<file path="config.mk">
export PLATFORM = sky130hd
export DESIGN_NAME = rtc_timekeeper
export DESIGN_NICKNAME = d
export VERILOG_FILES = /design/src/rtl/rtc_tk_pkg.sv /design/src/rtl/rtc_tk_datapath.sv /design/src/rtl/rtc_tk_ctrl.sv /design/src/rtl/rtc_timekeeper.sv
export SDC_FILE = /design/constraint.sdc
export NUM_CORES = 1
export LEC_CHECK = 0
export CORE_MARGIN = 4
export CORE_UTILIZATION = 30
export DETAILED_ROUTE_END_ITERATION = 12
export DONT_BUFFER_PORTS = 1
export PLACE_DENSITY = 0.51
export SLEW_MARGIN = 20
export SYNTH_ARGS = -nofsm -noshare
export SYNTH_HDL_FRONTEND = slang
export SYNTH_SLANG_ARGS = --single-unit
</file>
<file path="constraint.sdc">
create_clock -name clk -period 3 [get_ports clk]
set_clock_uncertainty 0.2 [all_clocks]
set_input_delay 0.6 -clock clk [delete_from_list [all_inputs] [get_ports clk]]
set_output_delay 0.6 -clock clk [all_outputs]
set_load 0.1 [all_outputs]
</file>
<file path="src/rtl/rtc_tk_pkg.sv">
`timescale 1ns/1ps
package rtc_tk_pkg;
  parameter int ADDR_W  = 6;
  parameter int DATA_W  = 16;
  parameter int SUB_W   = 9;   // fast ticks per second = 2**SUB_W
  parameter int SEC_W   = 6;
  parameter int MIN_W   = 6;
  parameter int HOUR_W  = 5;
  parameter int DAY_W   = 16;
  localparam int NUM_PER   = SUB_W;          // periodic rates 2 Hz .. 512 Hz
  localparam int FAST_STEP = 1 << SUB_W;

  localparam logic [ADDR_W-1:0] OFF_HM   = 6'h00;
  localparam logic [ADDR_W-1:0] OFF_SEC  = 6'h04;
  localparam logic [ADDR_W-1:0] OFF_AHM  = 6'h08;
  localparam logic [ADDR_W-1:0] OFF_ASEC = 6'h0C;
  localparam logic [ADDR_W-1:0] OFF_CTRL = 6'h10;
  localparam logic [ADDR_W-1:0] OFF_STAT = 6'h14;
  localparam logic [ADDR_W-1:0] OFF_IEN  = 6'h18;
  localparam logic [ADDR_W-1:0] OFF_DAY  = 6'h20;
  localparam logic [ADDR_W-1:0] OFF_ADAY = 6'h24;

  localparam int BIT_ALARM = 2;
  localparam int BIT_SEC   = 4;
  localparam int BIT_PER0  = 7;
  localparam logic [DATA_W-1:0] STAT_MASK = 16'hFF94;

  typedef struct packed {
    logic              run;
    logic [1:0]        rateSel;
    logic              loadSec;
    logic              loadHm;
    logic              loadDay;
    logic [DATA_W-1:0] data;
  } tkStrobe_t;

  typedef struct packed {
    logic [NUM_PER-1:0] perTick;
    logic               secTick;
    logic [DAY_W-1:0]   day;
    logic [HOUR_W-1:0]  hour;
    logic [MIN_W-1:0]   min;
    logic [SEC_W-1:0]   sec;
  } tkEvent_t;
endpackage

</file>
<file path="src/rtl/rtc_tk_datapath.sv">
`timescale 1ns/1ps
module rtc_tk_datapath
  import rtc_tk_pkg::*;
#(
  parameter int RATE_A = 32768,
  parameter int RATE_B = 32000,
  parameter int RATE_C = 38400
) (
  input  logic      clk,
  input  logic      rstN,
  input  logic      refTick,
  input  tkStrobe_t strb,
  output tkEvent_t  evt
);
  localparam int ACC_W = $clog2(RATE_A + RATE_B + RATE_C + FAST_STEP) + 1;

  logic [ACC_W-1:0]  acc, accSum, rateVal;
  logic [SUB_W-1:0]  subCnt, subNext;
  logic [SEC_W-1:0]  secQ;
  logic [MIN_W-1:0]  minQ;
  logic [HOUR_W-1:0] hourQ;
  logic [DAY_W-1:0]  dayQ;
  logic tickFast, secTick, secWrap, minWrap, hourWrap, stepRef;

  always_comb begin
    unique case (strb.rateSel)
      2'b01:   rateVal = ACC_W'(RATE_B);
      2'b10:   rateVal = ACC_W'(RATE_C);
      default: rateVal = ACC_W'(RATE_A);
    endcase
  end

  assign stepRef  = strb.run && refTick && !strb.loadSec;
  assign accSum   = acc + ACC_W'(FAST_STEP);
  assign tickFast = stepRef && (accSum >= rateVal);
  assign subNext  = subCnt + 1'b1;
  assign secTick  = tickFast && (subNext == '0);
  assign secWrap  = secTick && (secQ >= SEC_W'(59));
  assign minWrap  = secWrap && (minQ >= MIN_W'(59));
  assign hourWrap = minWrap && (hourQ >= HOUR_W'(23));

  for (genvar k = 0; k < NUM_PER; k++) begin : g_per
    if (k == NUM_PER - 1) begin : g_full
      assign evt.perTick[k] = tickFast;
    end else begin : g_div
      assign evt.perTick[k] = tickFast && (subNext[NUM_PER-2-k:0] == '0);
    end
  end

  always_ff @(posedge clk) begin
    if (!rstN) begin
      acc    <= '0;
      subCnt <= '0;
    end else if (strb.loadSec) begin
      acc    <= '0;
      subCnt <= '0;
    end else if (stepRef) begin
      acc <= tickFast ? (accSum - rateVal) : accSum;
      if (tickFast) subCnt <= subNext;
    end
  end

  always_ff @(posedge clk) begin
    if (!rstN) begin
      secQ  <= '0;
      minQ  <= '0;
      hourQ <= '0;
      dayQ  <= '0;
    end else begin
      if (strb.loadSec)  secQ <= strb.data[SEC_W-1:0];
      else if (secTick)  secQ <= secWrap ? '0 : secQ + 1'b1;

      if (strb.loadHm) begin
        minQ  <= strb.data[MIN_W-1:0];
        hourQ <= strb.data[8 +: HOUR_W];
      end else begin
        if (secWrap) minQ  <= minWrap ? '0 : minQ + 1'b1;
        if (minWrap) hourQ <= hourWrap ? '0 : hourQ + 1'b1;
      end

      if (strb.loadDay)  dayQ <= strb.data[DAY_W-1:0];
      else if (hourWrap) dayQ <= dayQ + 1'b1;
    end
  end

  assign evt.secTick = secTick;
  assign evt.sec     = secQ;
  assign evt.min     = minQ;
  assign evt.hour    = hourQ;
  assign evt.day     = dayQ;
endmodule

</file>
<file path="src/rtl/rtc_tk_ctrl.sv">
`timescale 1ns/1ps
module rtc_tk_ctrl
  import rtc_tk_pkg::*;
(
  input  logic              clk,
  input  logic              rstN,
  input  logic              busSel,
  input  logic              busWr,
  input  logic [ADDR_W-1:0] busAddr,
  input  logic [DATA_W-1:0] busWdata,
  input  tkEvent_t          evt,
  output tkStrobe_t         strb,
  output logic [DATA_W-1:0] busRdata,
  output logic [DATA_W-1:0] statusQ,
  output logic [DATA_W-1:0] enableQ,
  output logic              irq
);
  logic              runQ;
  logic [1:0]        rateQ;
  logic [SEC_W-1:0]  almSec;
  logic [MIN_W-1:0]  almMin;
  logic [HOUR_W-1:0] almHour;
  logic [DAY_W-1:0]  almDay;
  logic              matchPrev, matchNow, alarmRise, wrEn;
  logic [DATA_W-1:0] setVec, clrVec, hmNow, hmAlm;

  assign wrEn = busSel && busWr;

  assign strb.run     = runQ;
  assign strb.rateSel = rateQ;
  assign strb.loadSec = wrEn && (busAddr == OFF_SEC);
  assign strb.loadHm  = wrEn && (busAddr == OFF_HM);
  assign strb.loadDay = wrEn && (busAddr == OFF_DAY);
  assign strb.data    = busWdata;

  assign matchNow  = (evt.day == almDay) && (evt.hour == almHour) &&
                     (evt.min == almMin) && (evt.sec == almSec);
  assign alarmRise = matchNow && !matchPrev;

  always_comb begin
    setVec = '0;
    setVec[BIT_PER0 +: NUM_PER] = evt.perTick;
    setVec[BIT_SEC]   = evt.secTick;
    setVec[BIT_ALARM] = alarmRise;
    clrVec = (wrEn && (busAddr == OFF_STAT)) ? busWdata : '0;
  end

  always_ff @(posedge clk) begin
    if (!rstN) begin
      runQ      <= 1'b0;
      rateQ     <= '0;
      almSec    <= '0;
      almMin    <= '0;
      almHour   <= '0;
      almDay    <= '0;
      statusQ   <= '0;
      enableQ   <= '0;
      matchPrev <= 1'b1;
    end else begin
      matchPrev <= matchNow;
      statusQ   <= ((statusQ & ~clrVec) | setVec) & STAT_MASK;
      if (wrEn) begin
        unique case (busAddr)
          OFF_CTRL: begin
            runQ  <= busWdata[7];
            rateQ <= busWdata[6:5];
          end
          OFF_AHM: begin
            almMin  <= busWdata[MIN_W-1:0];
            almHour <= busWdata[8 +: HOUR_W];
          end
          OFF_ASEC: almSec  <= busWdata[SEC_W-1:0];
          OFF_ADAY: almDay  <= busWdata[DAY_W-1:0];
          OFF_IEN:  enableQ <= busWdata & STAT_MASK;
          default: ;
        endcase
      end
    end
  end

  always_comb begin
    hmNow = '0;
    hmNow[8 +: HOUR_W] = evt.hour;
    hmNow[MIN_W-1:0]   = evt.min;
    hmAlm = '0;
    hmAlm[8 +: HOUR_W] = almHour;
    hmAlm[MIN_W-1:0]   = almMin;
    busRdata = '0;
    if (busSel && !busWr) begin
      unique case (busAddr)
        OFF_HM:   busRdata = hmNow;
        OFF_SEC:  busRdata = DATA_W'(evt.sec);
        OFF_AHM:  busRdata = hmAlm;
        OFF_ASEC: busRdata = DATA_W'(almSec);
        OFF_CTRL: busRdata = {8'h00, runQ, rateQ, 5'b00000};
        OFF_STAT: busRdata = statusQ;
        OFF_IEN:  busRdata = enableQ;
        OFF_DAY:  busRdata = DATA_W'(evt.day);
        OFF_ADAY: busRdata = DATA_W'(almDay);
        default:  busRdata = '0;
      endcase
    end
  end

  assign irq = |(statusQ & enableQ);
endmodule

</file>
<file path="src/rtl/rtc_timekeeper.sv">
`timescale 1ns/1ps
module rtc_timekeeper
  import rtc_tk_pkg::*;
(
  input  logic              clk,
  input  logic              rstN,
  input  logic              refTick,
  input  logic              busSel,
  input  logic              busWr,
  input  logic [ADDR_W-1:0] busAddr,
  input  logic [DATA_W-1:0] busWdata,
  output logic [DATA_W-1:0] busRdata,
  output logic              irq
);
  tkStrobe_t         strb;
  tkEvent_t          evt;
  logic [DATA_W-1:0] statusQ, enableQ;

  rtc_tk_ctrl u_ctrl (
    .clk      (clk),
    .rstN     (rstN),
    .busSel   (busSel),
    .busWr    (busWr),
    .busAddr  (busAddr),
    .busWdata (busWdata),
    .evt      (evt),
    .strb     (strb),
    .busRdata (busRdata),
    .statusQ  (statusQ),
    .enableQ  (enableQ),
    .irq      (irq)
  );

  rtc_tk_datapath u_dp (
    .clk     (clk),
    .rstN    (rstN),
    .refTick (refTick),
    .strb    (strb),
    .evt     (evt)
  );
endmodule

</file>
==> results by stage, run 1 <==
Run status:
- The run finished, with violations left.
- The final reports fail on negative setup slack.

Hold path:
- The worst hold path stage count is 1.
- The startpoint of the lowest-slack hold path is rstN.
- The type of the worst min-delay path is in2reg.
- The sink of the worst hold path is u_ctrl.matchPrev.

Place:
- The weighted congestion at the end of routability-driven global placement is between 0.8 and 0.9.
- After legalization and detailed placement, the total HPWL measured around 18 mm.
- The number of input and output port buffers inserted is 0.

Synth:
- Counting distinct cell types in the post-synthesis netlist gives 62.
- Counting every net in the synthesized netlist gives 930.
- The number of warnings issued by yosys is 0.
- After synthesis the netlist holds a flip-flop and latch count of 111.
- The share of synthesized flip-flops with an asynchronous set or reset is 0.
- The sequential fraction of the synthesis area is 0.3289.
- The leading register cell type out of synthesis is sky130_fd_sc_hd__dfxtp_1.
- The average footprint of a synthesized cell is approximately 7.6 um2.
- The synthesized area is 0.006755 mm2.
- The number of enable flip-flop cells after synthesis is 0.
- The synthesized instance count is roughly 890.

Global route:
- Entering global routing, the biggest net connects 55 pins.
- The number of global-route vias before repair was 6574.
- The number of antenna violations at the first check in global routing is 0.
- The total global routing overflow is 0.
- The first global-routing pass estimated between 30 and 40 mm of wire.
- The overall track demand over capacity in global routing is 0.1952.

Power:
- The completed layout was analyzed and its total power is 2.844 mW.
- The design internal power is approximately 2.2 mW.
- The portion of total power attributed to sequential cells is 0.522.
- The power share of the clock group is 0.441.
- The analysis attributes to cell leakage a power of roughly 3.2 nW.
- The net switching share of the total power is 0.2380.
- The power per cell area is between 300 and 400 mW/mm2.
- The peak supply drop is about 0.21 mV.
- The share of total power dissipated in combinational logic is 0.038.
- In this run the power spent charging and discharging nets is around 0.68 mW.

Timing:
- Setup repair after global routing could not meet its margin everywhere.
- The transition time of the tightest slew-check pin is slightly below 0.7 ns.
- The worst path setup slack after routing is -0.2402 ns.
- Headroom to the max-slew limit came out at 0.5397.
- The number of pins with negative max-slew slack in the final report is 0.
- Setup violations remaining at the end of the flow were counted as 53.
- The timing-limited maximum frequency is a little over 0.3 GHz.
- The final hold violation count is 0.
- The period utilization is 1.080.
- The final critical path time including I/O delays and setup is between 3 and 4 ns.

Worst setup path:
- The arrival time at the worst endpoint is ~3.3 ns.
- The worst reg2reg path depth is 12.
- The data required time at the worst endpoint is around 3 ns.
- The class of the most critical setup path is reg2reg.
- STA classifies the critical path startpoint as a flop.
- The minimum setup slack among reg-to-reg paths is -0.24 ns.
- The kind of capture point of the worst setup path is a flop.
- The worst-path maximum fanout is 5.
- In this run the critical register-to-register path is captured at u_dp.minQ[2].
- The worst register-to-register path begins at u_dp.acc[9].

Die:
- The floorplan step set the die width to 158.1 um.
- The height of the die is 158.1 um.
- The die covers ~0.025 mm2.
- The number of cell rows is 54.
- 44 I/O pins were placed.
- The effective utilization at floorplan is 0.3076.
- The total area inside the core boundary comes to about 0.022 mm2.

Drt:
- Dividing the detail-routed via count by the number of cells gives 5.536.
- In the routed design, unresolved DRC markers number 0.
- The routed wire length is 24.42 mm.
- Before antenna repair, the detailed router went through 5 iterations.
- The starting DRC count in detailed routing is about 450.
- Once detail routing completed, the nets flagged for antenna violations numbered 0.
- The total via count in the routed design is 6843.
- The routed length per instance is 19.76 um.

Clock tree:
- The maximum buffer depth of the clock tree is 2.
- The clock insertion delay at the later pin of the skew report is roughly 0.37 ns.
- The clock input transition at the sequential cells of the worst setup and hold paths is approximately 0.080 ns.
- The sink count of the clock tree is ~110.
- The clock tree synthesis step divided the H-tree into 3 levels.
- The clock tree from TritonCTS is yes.
- In this run, CTS created clock tree buffers numbering 9.
- The buffer cell driving the clock tree root is sky130_fd_sc_hd__clkbuf_16.

Finish:
- The ratio of cells with drive above 1 in the final layout is 0.2238.
- Leaving out fill and tap cells, the most frequent cells in the layout are sky130_fd_sc_hd__nand2_1, sky130_fd_sc_hd__dfxtp_1, sky130_fd_sc_hd__buf_4, sky130_fd_sc_hd__nor2_1, sky130_fd_sc_hd__a21oi_1.
- The number of fillers in the final layout is between 2000 and 2500.
- The number of nets in the finished design is 997.
- Once layout is complete, the utilization of the core stands at 0.4076.
- The most common library cell in the layout ignoring fill and taps is sky130_fd_sc_hd__nand2_1.
- Across the whole layout, storage elements account for around 0.0022 mm2.
- The multi-input gate area in the final layout is approximately 0.0048 mm2.
- From synthesis to final layout, the design area changed by 32.51%.
- The number of antenna diodes in the final layout is 0.

Flow run:
- The number of maximum-capacitance violations is 0.
## Yosys cell counts, drive strengths merged (11+ instances only)
cell,number,area (um2)
o21ai,51,255.2
nand2b,11,68.82
a21oi,62,310.3
a31oi,26,162.7
nor3,11,55.05
xnor2,30,262.8
nand3,41,210.2
clkbuf,54,202.7
nand2,135,506.7
mux2i,26,260.3
a22oi,33,247.7
xor2,30,262.8
dfxtp,111,2222
nor2,77,289.0
ha,17,212.7
and3,19,123.9
nand4,16,100.1
## worst max-delay path: stages, from the launching register on
cell                      delay [ns]
sky130_fd_sc_hd__dfxtp_4        0.36
sky130_fd_sc_hd__ha_4           0.17
sky130_fd_sc_hd__nand2_2        0.06
sky130_fd_sc_hd__nor2_2         0.04
sky130_fd_sc_hd__xor2_2         0.18
sky130_fd_sc_hd__ha_1           0.30
sky130_fd_sc_hd__nand4_1        0.14
sky130_fd_sc_hd__or2_4          0.28
sky130_fd_sc_hd__and3_4         0.20
sky130_fd_sc_hd__a311o_1        0.39
sky130_fd_sc_hd__or2_1          0.25
sky130_fd_sc_hd__or4b_1         0.46
sky130_fd_sc_hd__a31oi_1        0.16
## power by group through the flow
| stage | Sequential [mW] | Combinational [mW] | Clock, mW |
|---|---|---|---|
| floorplan | 1.52 | 0.0855 | 0 |
| detailed placement | 1.52 | 0.103 | 0 |
| finish | 1.48 | 0.107 | 1.25 |
| CTS | 1.48 | 0.104 | 1.29 |
| global route | 1.48 | 0.116 | 1.34 |
| global placement | 1.52 | 0.103 | 0 |
## how the worst max path moves through the flow
stage / cells past startpoint / startpoint / slack (ns) / end
floorplan: 13 / u_dp.acc[10] / -0.23 / u_dp.minQ[2]
global placement: 12 / u_dp.acc[9] / -0.12 / u_dp.minQ[2]
detailed placement: 13 / u_dp.acc[9] / -0.18 / u_dp.minQ[4]
CTS: 13 / u_dp.acc[9] / -0.17 / u_dp.minQ[2]
global route: 11 / u_dp.acc[9] / -0.37 / u_dp.minQ[2]
finish: 12 / u_dp.acc[9] / -0.24 / u_dp.minQ[2]
## what timing repair did
action                                  CTS  global route
resized for setup                        38            40
hold buffers                              0             0
gates cloned                              2             0
endpoints found under the setup margin   19            61
buffers inserted                          9             7
pin swaps                                30            34
## area by class of cell
cell class,count,area share
multi-input cells,705,0.5373
clock buffers,9,0.02516
well taps,280,0.03914
repair buffers,115,0.1374
flip-flops and latches,111,0.2491
clock inverters,6,0.007688
inverters,10,0.004193
## registers in the layout (all words and copies together), names as in the netlist
| name | cells |
|---|---|
| u_dp.minQ | 6 |
| u_dp.acc | 10 |
| u_dp.dayQ | 16 |
| u_ctrl.runQ | 1 |
| u_dp.subCnt | 9 |
| u_ctrl.matchPrev | 1 |
| u_ctrl.enableQ | 11 |
| u_ctrl.rateQ | 2 |
| u_dp.hourQ | 5 |
| u_ctrl.almSec | 6 |
| u_ctrl.statusQ | 11 |
| u_ctrl.almDay | 16 |
| u_dp.secQ | 6 |
| u_ctrl.almHour | 5 |
| u_ctrl.almMin | 6 |
## per-stage QoR
stage	area, um2	hold slack (ns)	setup slack [ns]	cells	setup TNS [ns]
6_report	8951	0.1385	-0.2402	1236	-4.206
5_1_grt	8951	0.1273	-0.3737	1236	-12.57
4_1_cts	8738	0.1122	-0.1661	1231	-1.801
3_5_place_dp	8199	0.2707	-0.1775	1206	-1.405
3_3_place_gp	8199	0.2639	-0.1235	1206	-0.8269
2_1_floorplan	7104	0.2485	-0.2320	885	-0.5299
## metal layers
layer  GRT usage  wire length, um  share of wire
met5           0                0              0
met4     0.07880              782          0.032
met3     0.03499             1259          0.052
met2      0.3162            11570           0.47
met1      0.2575            10810           0.44
## logic make-up (layout without fill, tap and decap cells)
logic type	Yosys count	count (layout)	share of synthesized area
xor gates and xnor gates	60	60	0.07779
DFF	111	111	0.3289
buffers and inverters	69	140	0.04000
adders and majority gates	18	18	0.03445
AOI/OAI and AO/OA	234	234	0.2213
muxes	28	28	0.04186
and+or+nand+nor	365	365	0.2556
Note: power is estimated with default switching activity, not from simulation.
==> run 2, diff against run 1 <==
Settings changed: CORE_MARGIN 4 to 2, CTS_CLUSTER_SIZE from default to 12, SETUP_SLACK_MARGIN from default to 0.2.
==> run 2 against run 1 <==
Effect of this change: the flow still finishes with violations (negative setup slack); first-iteration DRC count grew 18%; sequential share of layout area about the same; sequential power about the same; hold slack worse by 0.013 ns; via count is 2.0% lower; global-route usage increased by 0.42 points; core utilization increased by 0.12 points.
==> results by stage, run 2 (synthesis results as in run 1) <==
Run status:
- The run finished, with violations left.
- The checks that failed: negative setup slack.

Timing:
- The final-report setup violation count is 14 (-74%).
- The worst path setup slack after routing was -0.1840 ns (+0.05623 ns).
- The number of pins with negative max-slew slack in the final report was 0 (unchanged).
- The period utilization is 1.061 (-0.01874).
- The final critical path time including I/O delays and setup was 3.184 ns (-0.05623 ns).
- Setup repair after global routing could not meet its margin everywhere.
- The max-slew headroom at the worst pin is 0.5670 (+0.02724).
- The transition time of the tightest slew-check pin is 0.6480 ns (-0.04076 ns).
- The timing-limited maximum frequency came to 0.3141 GHz (+1.8%).
- The final hold violation count was 0 (unchanged).

Die:
- The number of cell rows was 54 (unchanged).
- The count of boundary I/O pins came to 44 (unchanged).
- The total die area came to 0.02373 mm2 (-5.0%).
- The placeable core region is 0.02196 mm2 (unchanged).
- The effective utilization at floorplan is 0.3076 (unchanged).
- The width of the die came to 154.1 um (-2.5%).
- The height of the die is 154.1 um (-2.5%).

Finish:
- The most common library cell in the layout ignoring fill and taps is sky130_fd_sc_hd__nand2_1.
- The ratio of cells with drive above 1 in the final layout was 0.2384 (+0.01460).
- The multi-input gate area in the final layout is 0.004913 mm2 (+2.2%).
- Relative to the synthesized area, the layout overhead comes to 32.89%.
- Leaving out fill and tap cells, the most frequent cells in the layout are sky130_fd_sc_hd__nand2_1, sky130_fd_sc_hd__dfxtp_1, sky130_fd_sc_hd__buf_4, sky130_fd_sc_hd__nor2_1, sky130_fd_sc_hd__a21oi_1.
- The largest registers in the layout are u_ctrl.almDay: 16 flops, u_dp.dayQ: 16 flops.
- The antenna diode count is 0 (unchanged).
- The number of fillers in the final layout came to 2220 (+2.0%).
- The area used by sequential logic in the layout is 0.002235 mm2 (+0.22%).
- The number of nets in the finished design was 992 (-0.50%).

Clock tree:
- The total clock buffers created by CTS came to 9 (unchanged).
- The maximum buffer depth of the clock tree is 2 (unchanged).
- The number of buffers inserted for hold repair after clock tree synthesis is 0 (unchanged).
- The buffer cell driving the clock tree root is sky130_fd_sc_hd__clkbuf_16.
- The number of H-tree levels was 3 (unchanged).
- TritonCTS built the clock tree.
- The sink count of the clock tree is 111 (unchanged).
- The clock insertion delay at the later pin of the skew report is 0.36 ns (about the same).
- The clock input transition at the sequential cells of the worst setup and hold paths is 0.08 ns (about the same).

Place:
- The worst setup slack before clock tree synthesis is -0.2026 ns (-0.02511 ns).
- The total half-perimeter wirelength after legalization and detailed placement is 17.45 mm (-1.7%).
- The weighted congestion at the end of routability-driven global placement is 0.8802 (+1.1%).
- The number of input and output port buffers inserted was 0 (unchanged).

Power:
- The cell leakage power was 3.227 nW (+2.3%).
- The power per cell area was 320.9 mW/mm2 (+1.0%).
- The peak supply drop is 0.2166 mV (+0.96%).
- The total power was 2.881 mW (+1.3%).

Global route:
- The number of global-route vias before repair came to 6572 (-0.030%).
- The wire length of the first global-routing pass is 37.03 mm (-2.7%).
- The overall track demand over capacity in global routing is 0.1993 (+0.004173).
- The largest net degree at the start of global routing is 44 (-20%).
- The number of antenna violations at the first check in global routing is 0 (unchanged).
- The total global routing overflow is 0 (unchanged).

Drt:
- The post-route DRC violation count was 0 (unchanged).
- The total via count in the routed design came to 6707 (-2.0%).
- The starting DRC count in detailed routing is 532 (+18%).
- The remaining antenna violation count is 0 (unchanged).
- The detailed-router iteration count before antenna repair came to 5 (unchanged).
- The routed length per instance came to 19.24 um (-2.6%).
- The routed wire length was 23.70 mm (-3.0%).
- The via density per instance was 5.444 (-1.7%).

Flow run:
- The number of maximum-capacitance violations was 0 (unchanged).

Worst setup path:
- The worst setup path is of the reg2reg kind.
- The arrival time at the worst endpoint is 3.28 ns (-0.06 ns).
- The data required time at the worst endpoint is 3.10 ns (about the same).
- Traced cell by cell, the critical path runs through ha_4, nand3_4, xnor2_2, ha_1, nand4_1, buf_4, a21oi_4, nor3_4, a311o_1, or2_4, or4b_4, a31oi_1.
- The combined buffer and inverter count along the critical path is 1 (+1).
- The cell family contributing the most delay on the critical path is simple AND/OR/NAND/NOR gates.
- The worst setup path is launched from a flop.
- STA classifies the critical path endpoint as a flop.
- The worst-path maximum fanout is 5 (unchanged).
- The longest individual stage delay on the worst path was 0.47 ns (about the same).
- The slowest stage of the critical path belongs to the cell sky130_fd_sc_hd__or4b_4.

Hold path:
- The min-delay analysis places its worst path in the category in2reg.
## run 2: cell types whose count changed in the layout (fill, tap and decap cells not counted), moves of 3 or more
cell / delta
sky130_fd_sc_hd__nand3_1: -4
sky130_fd_sc_hd__buf_12: -5
sky130_fd_sc_hd__nor2_1: -4
sky130_fd_sc_hd__nor2_4: +3
sky130_fd_sc_hd__buf_4: -7
sky130_fd_sc_hd__nand2_4: +3
sky130_fd_sc_hd__nand2_1: -3
sky130_fd_sc_hd__buf_6: +8
## run 2: metrics by stage
step	hold slack, ns	utilization	area (um2)	std cells	TNS [ns]
finish	0.1259	0.4088	8977	1232	-0.8332
floorplan	0.2485	-	7251	885	-0.5265
global route	0.1168	0.4088	8977	1232	-7.036
detailed placement	0.2744	0.3739	8210	1204	-1.117
global placement	0.2681	0.3739	8210	1204	-0.8467
CTS	0.1031	0.3980	8740	1227	-0.3711
## run 2: layer usage
layer | global-route usage | wire, um | vias up
met5 | 0 | 0 | -
met4 | 0.05563 | 429 | 0
met3 | 0.03185 | 922 | 28
met2 | 0.3306 | 11370 | 125
met1 | 0.2683 | 10970 | 3239
li1 | - | - | 3315
## run 2: worst register-to-register path: cells and delay by family (launching register included)
family                     cells  cell delay [ns]
DFF                            1             0.37
buffers and inverters          1             0.18
and+or+nand+nor                5             1.03
xor gates and xnor gates       1             0.14
adders and majority gates      2             0.49
AOI/OAI and AO/OA              3             0.69
## run 2: repair_timing
| item | in CTS | in global routing |
|---|---|---|
| pin swaps | 29 | 39 |
| endpoints found under the setup margin | 56 | 73 |
| cloned | 1 | 0 |
| buffers inserted | 6 | 5 |
| gates resized for setup | 43 | 54 |
## run 2: area by class of cell
cell class,instances,area share
Tap cell,280,0.03902
Sequential cell,111,0.2489
Clock inverter,6,0.007526
Inverter,10,0.004181
Clock buffer,10,0.02662
Multi-Input combinational cell,705,0.5473
Timing Repair Buffer,110,0.1264
## run 2: path summary, 6_finish.rpt
path | startpoint | to | slack [ns] | cells after the start
max | u_dp.acc[10] | u_dp.minQ[2] | -0.18 | 12
min | rstN | u_ctrl.matchPrev | 0.13 | 1
max reg2reg | u_dp.acc[10] | u_dp.minQ[2] | -0.18 | 12
min reg2reg | u_ctrl.enableQ[10] | u_ctrl.enableQ[10] | 0.29 | 2
## run 2: power by group
group          internal, mW  leakage [nW]  switching (mW)  total [mW]
Combinational        0.0412          2.18          0.0660       0.107
Sequential             1.47         0.897         0.00669        1.48
Clock                 0.677         0.145           0.615        1.29
